--- src/rtl/uart_hold_tx_pkg.sv ---
package uart_hold_tx_pkg;
    localparam int DATA_W  = 8;
    localparam int WORD_W  = DATA_W + 1;
    localparam int FRAME_W = WORD_W + 2;
    localparam int IDX_W   = $clog2(FRAME_W + 1);

    typedef struct packed {
        logic              full;
        logic [WORD_W-1:0] word;
    } hold_st_t;

    typedef struct packed {
        logic               busy;
        logic [FRAME_W-1:0] sr;
        logic [IDX_W-1:0]   idx;
        logic               nine;
    } shift_st_t;
endpackage

--- src/rtl/uart_hold_tx_baud.sv ---
module uart_hold_tx_baud #(
    parameter int DIV_W    = 8,
    parameter int FAST_MUL = 16,
    parameter int SLOW_MUL = 64
) (
    input  logic             clk,
    input  logic             rst_n,
    input  logic             run,
    input  logic             restart,
    input  logic             fast,
    input  logic [DIV_W-1:0] divisor,
    output logic             tick
);
    localparam int PER_W = DIV_W + $clog2(SLOW_MUL) + 1;

    logic [PER_W-1:0] period;
    logic [PER_W-1:0] cnt_d, cnt_q;

    always_comb begin
        period = PER_W'(fast ? FAST_MUL : SLOW_MUL) * (PER_W'(divisor) + PER_W'(1));
        tick   = run && !restart && (cnt_q == period - PER_W'(1));
        cnt_d  = cnt_q + PER_W'(1);
        if (!run || restart || tick) begin
            cnt_d = '0;
        end
    end

    always_ff @(posedge clk or negedge rst_n) begin
        if (!rst_n) cnt_q <= '0;
        else        cnt_q <= cnt_d;
    end

    // a bit never ends on two consecutive clocks (period >= 16)
    p_tick_spacing_r4: assert property (@(posedge clk) disable iff (!rst_n)
        tick |=> !tick);
endmodule

--- src/rtl/uart_hold_tx_hold.sv ---
module uart_hold_tx_hold
    import uart_hold_tx_pkg::*;
(
    input  logic              clk,
    input  logic              rst_n,
    input  logic              clr,
    input  logic              wr,
    input  logic [DATA_W-1:0] wdata,
    input  logic              wbit9,
    input  logic              take,
    output logic              full,
    output logic [WORD_W-1:0] word
);
    hold_st_t st_d, st_q;

    always_comb begin
        st_d = st_q;
        if (take) begin
            st_d.full = 1'b0;
        end
        if (wr) begin
            st_d.full = 1'b1;
            st_d.word = {wbit9, wdata};
        end
        if (clr) begin
            st_d.full = 1'b0;
        end
    end

    always_ff @(posedge clk or negedge rst_n) begin
        if (!rst_n) st_q <= '0;
        else        st_q <= st_d;
    end

    assign full = st_q.full;
    assign word = st_q.word;

    // a write during a pending word keeps the register full
    p_overwrite_full_r9: assert property (@(posedge clk) disable iff (!rst_n)
        (st_q.full && wr && !clr) |=> st_q.full);
    // a move out without a new write leaves it empty
    p_take_empties_r7: assert property (@(posedge clk) disable iff (!rst_n)
        (take && !wr) |=> !st_q.full);
endmodule

--- src/rtl/uart_hold_tx_shift.sv ---
module uart_hold_tx_shift
    import uart_hold_tx_pkg::*;
(
    input  logic              clk,
    input  logic              rst_n,
    input  logic              clr,
    input  logic              load,
    input  logic [WORD_W-1:0] word,
    input  logic              nine,
    input  logic              tick,
    output logic              busy,
    output logic              txd
);
    shift_st_t st_d, st_q;
    logic      last;

    always_comb begin
        st_d = st_q;
        last = (st_q.idx == (st_q.nine ? IDX_W'(FRAME_W - 1) : IDX_W'(FRAME_W - 2)));
        if (load) begin
            st_d.busy = 1'b1;
            st_d.idx  = '0;
            st_d.nine = nine;
            st_d.sr   = {1'b1, (nine ? word[WORD_W-1] : 1'b1), word[DATA_W-1:0], 1'b0};
        end else if (st_q.busy && tick) begin
            st_d.sr  = {1'b1, st_q.sr[FRAME_W-1:1]};
            st_d.idx = st_q.idx + IDX_W'(1);
            if (last) begin
                st_d.busy = 1'b0;
            end
        end
        if (clr) begin
            st_d.busy = 1'b0;
        end
    end

    always_ff @(posedge clk or negedge rst_n) begin
        if (!rst_n) st_q <= '{busy: 1'b0, sr: '1, idx: '0, nine: 1'b0};
        else        st_q <= st_d;
    end

    assign busy = st_q.busy;
    assign txd  = st_q.busy ? st_q.sr[0] : 1'b1;

    // no frame ends before its stop bit is finished
    p_hold_busy_r5: assert property (@(posedge clk) disable iff (!rst_n)
        (st_q.busy && !(tick && last) && !clr) |=> st_q.busy);
    // the final bit of every frame is high
    p_stop_high_r2: assert property (@(posedge clk) disable iff (!rst_n)
        (st_q.busy && last) |-> txd);
endmodule

--- src/rtl/uart_hold_tx.sv ---
module uart_hold_tx
    import uart_hold_tx_pkg::*;
#(
    parameter int DIV_W    = 8,
    parameter int FAST_MUL = 16,
    parameter int SLOW_MUL = 64
) (
    input  logic             clk,
    input  logic             rst_n,
    input  logic             tx_en,
    input  logic             nine_bit,
    input  logic             fast_sel,
    input  logic [DIV_W-1:0] divisor,
    input  logic             wr_stb,
    input  logic [7:0]       wr_data,
    input  logic             wr_bit9,
    input  logic             irq_en,
    output logic             txd,
    output logic             hold_empty,
    output logic             shift_empty,
    output logic             irq
);
    logic              full, busy, take, tick, clr, wr;
    logic [WORD_W-1:0] word;

    assign clr  = !tx_en;
    assign wr   = tx_en && wr_stb;
    assign take = tx_en && full && !busy;

    uart_hold_tx_hold u_hold (
        .clk(clk), .rst_n(rst_n), .clr(clr), .wr(wr), .wdata(wr_data),
        .wbit9(wr_bit9), .take(take), .full(full), .word(word)
    );

    uart_hold_tx_baud #(.DIV_W(DIV_W), .FAST_MUL(FAST_MUL), .SLOW_MUL(SLOW_MUL)) u_baud (
        .clk(clk), .rst_n(rst_n), .run(busy), .restart(take),
        .fast(fast_sel), .divisor(divisor), .tick(tick)
    );

    uart_hold_tx_shift u_shift (
        .clk(clk), .rst_n(rst_n), .clr(clr), .load(take), .word(word),
        .nine(nine_bit), .tick(tick), .busy(busy), .txd(txd)
    );

    assign hold_empty  = tx_en && !full;
    assign shift_empty = !busy;
    assign irq         = hold_empty && irq_en;

    // a move into the shifter starts the frame with a low start bit
    p_start_low_r6: assert property (@(posedge clk) disable iff (!rst_n)
        take |=> (!txd && !shift_empty));
    // an accepted write makes the holding register non-empty
    p_write_fills_r7: assert property (@(posedge clk) disable iff (!rst_n)
        (wr && tx_en) |=> (!hold_empty || !tx_en));
    // idle line is high
    p_idle_high_r1: assert property (@(posedge clk) disable iff (!rst_n)
        shift_empty |-> txd);
endmodule

--- config.mk ---
export PLATFORM = sky130hd
export DESIGN_NAME = uart_hold_tx
export DESIGN_NICKNAME = d
export VERILOG_FILES = /design/src/rtl/uart_hold_tx_pkg.sv /design/src/rtl/uart_hold_tx_baud.sv /design/src/rtl/uart_hold_tx_hold.sv /design/src/rtl/uart_hold_tx_shift.sv /design/src/rtl/uart_hold_tx.sv
export SDC_FILE = /design/constraint.sdc
export NUM_CORES = 1
export LEC_CHECK = 0
export BUFFER_PORTS_ARGS = -buffer_cell sky130_fd_sc_hd__buf_2
export CAP_MARGIN = 20
export CORE_ASPECT_RATIO = 1.4
export CORE_MARGIN = 1
export CORE_UTILIZATION = 54
export DETAILED_ROUTE_END_ITERATION = 16
export PLACE_DENSITY = 0.78
export SLEW_MARGIN = 20
export SYNTH_ARGS = -nofsm -noshare
export SYNTH_HDL_FRONTEND = slang
export SYNTH_SLANG_ARGS = --single-unit
--- constraint.sdc ---
create_clock -name clk -period 2.07 [get_ports clk]
set_input_delay 0.3105 -clock clk [delete_from_list [all_inputs] [get_ports clk]]
set_output_delay 0.3105 -clock clk [all_outputs]
set_load 0.01 [all_outputs]
==> key figures <==
Global route
  • Total grt overflow: 0
  • Largest net degree at the start of global routing: 24
  • First-pass GRT wire length: 11.11 mm
  • Initial antenna violation count: 0
  • Global Route Usage Sum: 24.93%
  • Vias in the first global route: 2,562

Floorplan
  • Die span in y: 89.85 um
  • Die W: 64.75 um
  • Die area: 5817 um^2
  • Core region area: 5236 um^2
  • Row Count: 31
  • Initial core utilization: 56.85%
  • IO Count: 28

Routing
  • DRC viols: 0
  • Total Wirelength: 6.757 mm
  • DR pass1 iterations: 4
  • Via density: 5.468
  • WL/cell: 15.43 um
  • Detailed Route Iter0 Violations: 37
  • Vias: 2,395
  • Post-DRT Antenna Nets: 0

Critical path
  • Worst r2r dst: u_baud.cnt_q[10]$_DFF_PN0_
  • CP max FO: 8
  • R2R Path Start: u_baud.cnt_q[0]$_DFF_PN0_
  • R2R depth: 11
  • Worst setup path start: divisor[0]
  • Worst Setup EP: u_baud.cnt_q[10]$_DFF_PN0_
  • Crit path launch type: input port
  • Arr. time, crit path: 4.18 ns
  • Flop-to-flop setup slack: -0.25 ns
  • Critical path class: in2reg
  • Critical Path RT: 2.24 ns
  • Worst Setup End Kind: register

Placed design
  • Number of I/O port buffers: 27
  • Final GP Congestion: 0.7814
  • Post-Place Setup Slack: -2.444 ns
  • Hpwl dp: 4.417 mm

Synthesis
  • Most common cell in the synthesized netlist: dfrtp_1
  • Top FF cell, synth: dfrtp_1
  • Top cells by area, synth: dfrtp_1 26%, ha_1 12%, dfstp_2 8.8%
  • Cell area after synthesis: 2977 um^2
  • Synth Warn #: 0
  • Post-synthesis cell type count: 46
  • Ys async rst share: 100.0%
  • Post-synth net total: 353
  • Synth Register Bits: 41
  • Mapped Cells: 293
  • Post-synth top cells: 31 x dfrtp_1, 29 x ha_1, 27 x nor2_1
  • Synth area leader: dfrtp_1
  • Area fraction of the dominant cell type after synthesis: 26.06%
  • Seq/Total Area, Yosys: 34.89%
  • Syn avg cell area: 10.16 um^2
  • Number of synthesized flops with an enable pin: 0

STA
  • Max Slew Vio Count: 0
  • Final setup skew: 0.01759 ns
  • Worst setup margin: -1.935 ns
  • Final hold vios: 0
  • RSZ-0062 raised after global routing: true
  • Worst Max-Slew Pin Slew: 0.5007 ns
  • Slew headroom: 66.62%
  • Fin crit share: 193.5%
  • Max Fclk: 249.7 MHz
  • # setup viols final: 30
  • Tmin final: 4.005 ns

Clock network
  • CTS clk-pin slew, worst paths: 0.10 ns
  • Htree depth: 2
  • CTS tree: yes
  • Clock tree root driver cell: clkbuf_8
  • TritonCTS Buffers: 5
  • Sink Count: 41
  • Clock Latency Late Sink: 0.30 ns
  • Clock buffer depth: 2

Layout
  • Layout cell share with drive strength beyond 1: 42.20%
  • ANT cells: 0
  • Layout area overhead: 33.42%
  • Fin util: 75.84%
  • # nets final: 431

Power and ir drop
  • Peak supply drop: 0.0006364 V
  • PD cells: 705.9 nW/um^2
  • Leakage power: 1.790 nW

Hold path
  • HP Class: in2reg
  • Hold_sp: wr_data[0]

Run status
  • Failing checks: negative setup slack
  • Status: finished, violations left

Run
  • Max capacitance violation total: 0
==> worst min path at each step <==
stage                                      end  depth (start not counted)
detailed placement   u_baud.cnt_q[3]$_DFF_PN0_                          1
global route        u_hold.word[0]$_DFFE_PN0P_                          2
finish              u_hold.word[0]$_DFFE_PN0P_                          2
floorplan            u_baud.cnt_q[0]$_DFF_PN0_                          0
CTS                 u_hold.word[7]$_DFFE_PN0P_                          2
global placement     u_baud.cnt_q[3]$_DFF_PN0_                          1
==> kinds of logic (layout without fill, tap and decap cells) <==
| kind of cell | count (synthesis) | count (layout) | synth area share (%) |
|---|---|---|---|
| buffers and inverters | 26 | 104 | 3.699 |
| XOR/XNOR | 38 | 38 | 11.43 |
| AO/OA/AOI/OAI | 30 | 30 | 8.070 |
| flip-flops | 41 | 41 | 34.89 |
| AND/OR/NAND/NOR | 107 | 108 | 19.55 |
| multiplexers | 15 | 15 | 5.465 |
| adder cells (fa/ha/maj) | 36 | 36 | 16.90 |
==> placed cells by master, fill, tap and decap left out, types with 6 or more instances in the layout <==
cell type and count:
dfstp_2 10, mux2_2 10, nand2b_1 8, and3_1 7, xnor2_1 22, dfrtp_1 31, a21oi_1 6, nand3_1 8
buf_4 40, xor2_1 12, nand2_1 19, nor2_4 6, ha_1 26, nor2_2 8, nor2_1 13, buf_2 24
o221a_1 6, fa_1 7, buf_6 8, or2_2 10, inv_1 19
==> where the power goes <==
| group | total [mW] | switching (mW) | internal, mW |
|---|---|---|---|
| registers | 0.966 | 0.0558 | 0.910 |
| logic | 1.04 | 0.522 | 0.522 |
| clock network | 0.794 | 0.309 | 0.486 |
==> metrics by stage <==
stage          area (um^2)  power, mW  TNS [ns]  hold slack [ns]  std cells
2_1_floorplan         3047      1.572    -56.34          0.01491        293
3_3_place_gp          3520      1.811    -66.70           0.3033        421
3_5_place_dp          3520      1.855    -69.64           0.3032        421
4_1_cts               3881      2.727    -56.26           0.2388        438
5_1_grt               3971      2.951    -62.21           0.2348        438
6_report              3971      2.804    -56.89           0.2412        438
==> timing repair <==
item / CTS / global route
buffers inserted: 5 / 0
cloned: 3 / 0
hold endpoints to repair: 19 / 0
endpoints found under the setup margin: 30 / 30
resized for setup: 38 / 21
pin swaps: 32 / 12
hold buffers: 1 / 0
==> state kept, by name, indices dropped and copies added (netlist names) <==
signal	flops
u_shift.st_q	15
u_shift.busy	1
u_hold.full	1
u_hold.word	9
u_baud.cnt_q	15
==> layout make-up <==
cell class	instances	area (um^2)
clock buffers	5	68.82
clock inverters	3	68.82
fillers	347	1265
inverters	20	75.07
multi-input cells	227	2067
flip-flops and latches	41	1039
well taps	66	82.58
repair buffers	76	570.5
==> routing by layer <==
metal	up-vias	routed length, um	GRT usage [%]
met5	-	0	0
met1	1166	2404	24.62
met2	52	3879	47.14
met3	28	157	2.919
li1	1149	-	-
met4	0	316	15.19
==> critical path, stage by stage <==
cell and delay (ns):
buf_8 0.11, ha_4 0.17, xor2_2 0.13, nor2b_4 0.16, inv_1 0.06, fa_1 0.46, ha_1 0.29, ha_1 0.29
buf_4 0.14, ha_1 0.30, a211oi_2 0.34, buf_4 0.19, nor2_1 0.05, xnor2_1 0.13, nor2_2 0.19, nand4bb_4 0.15
buf_6 0.16, buf_6 0.12, o21ai_4 0.21, buf_12 0.19, nor2_4 0.04
Note: power is estimated with default switching activity, not from simulation.
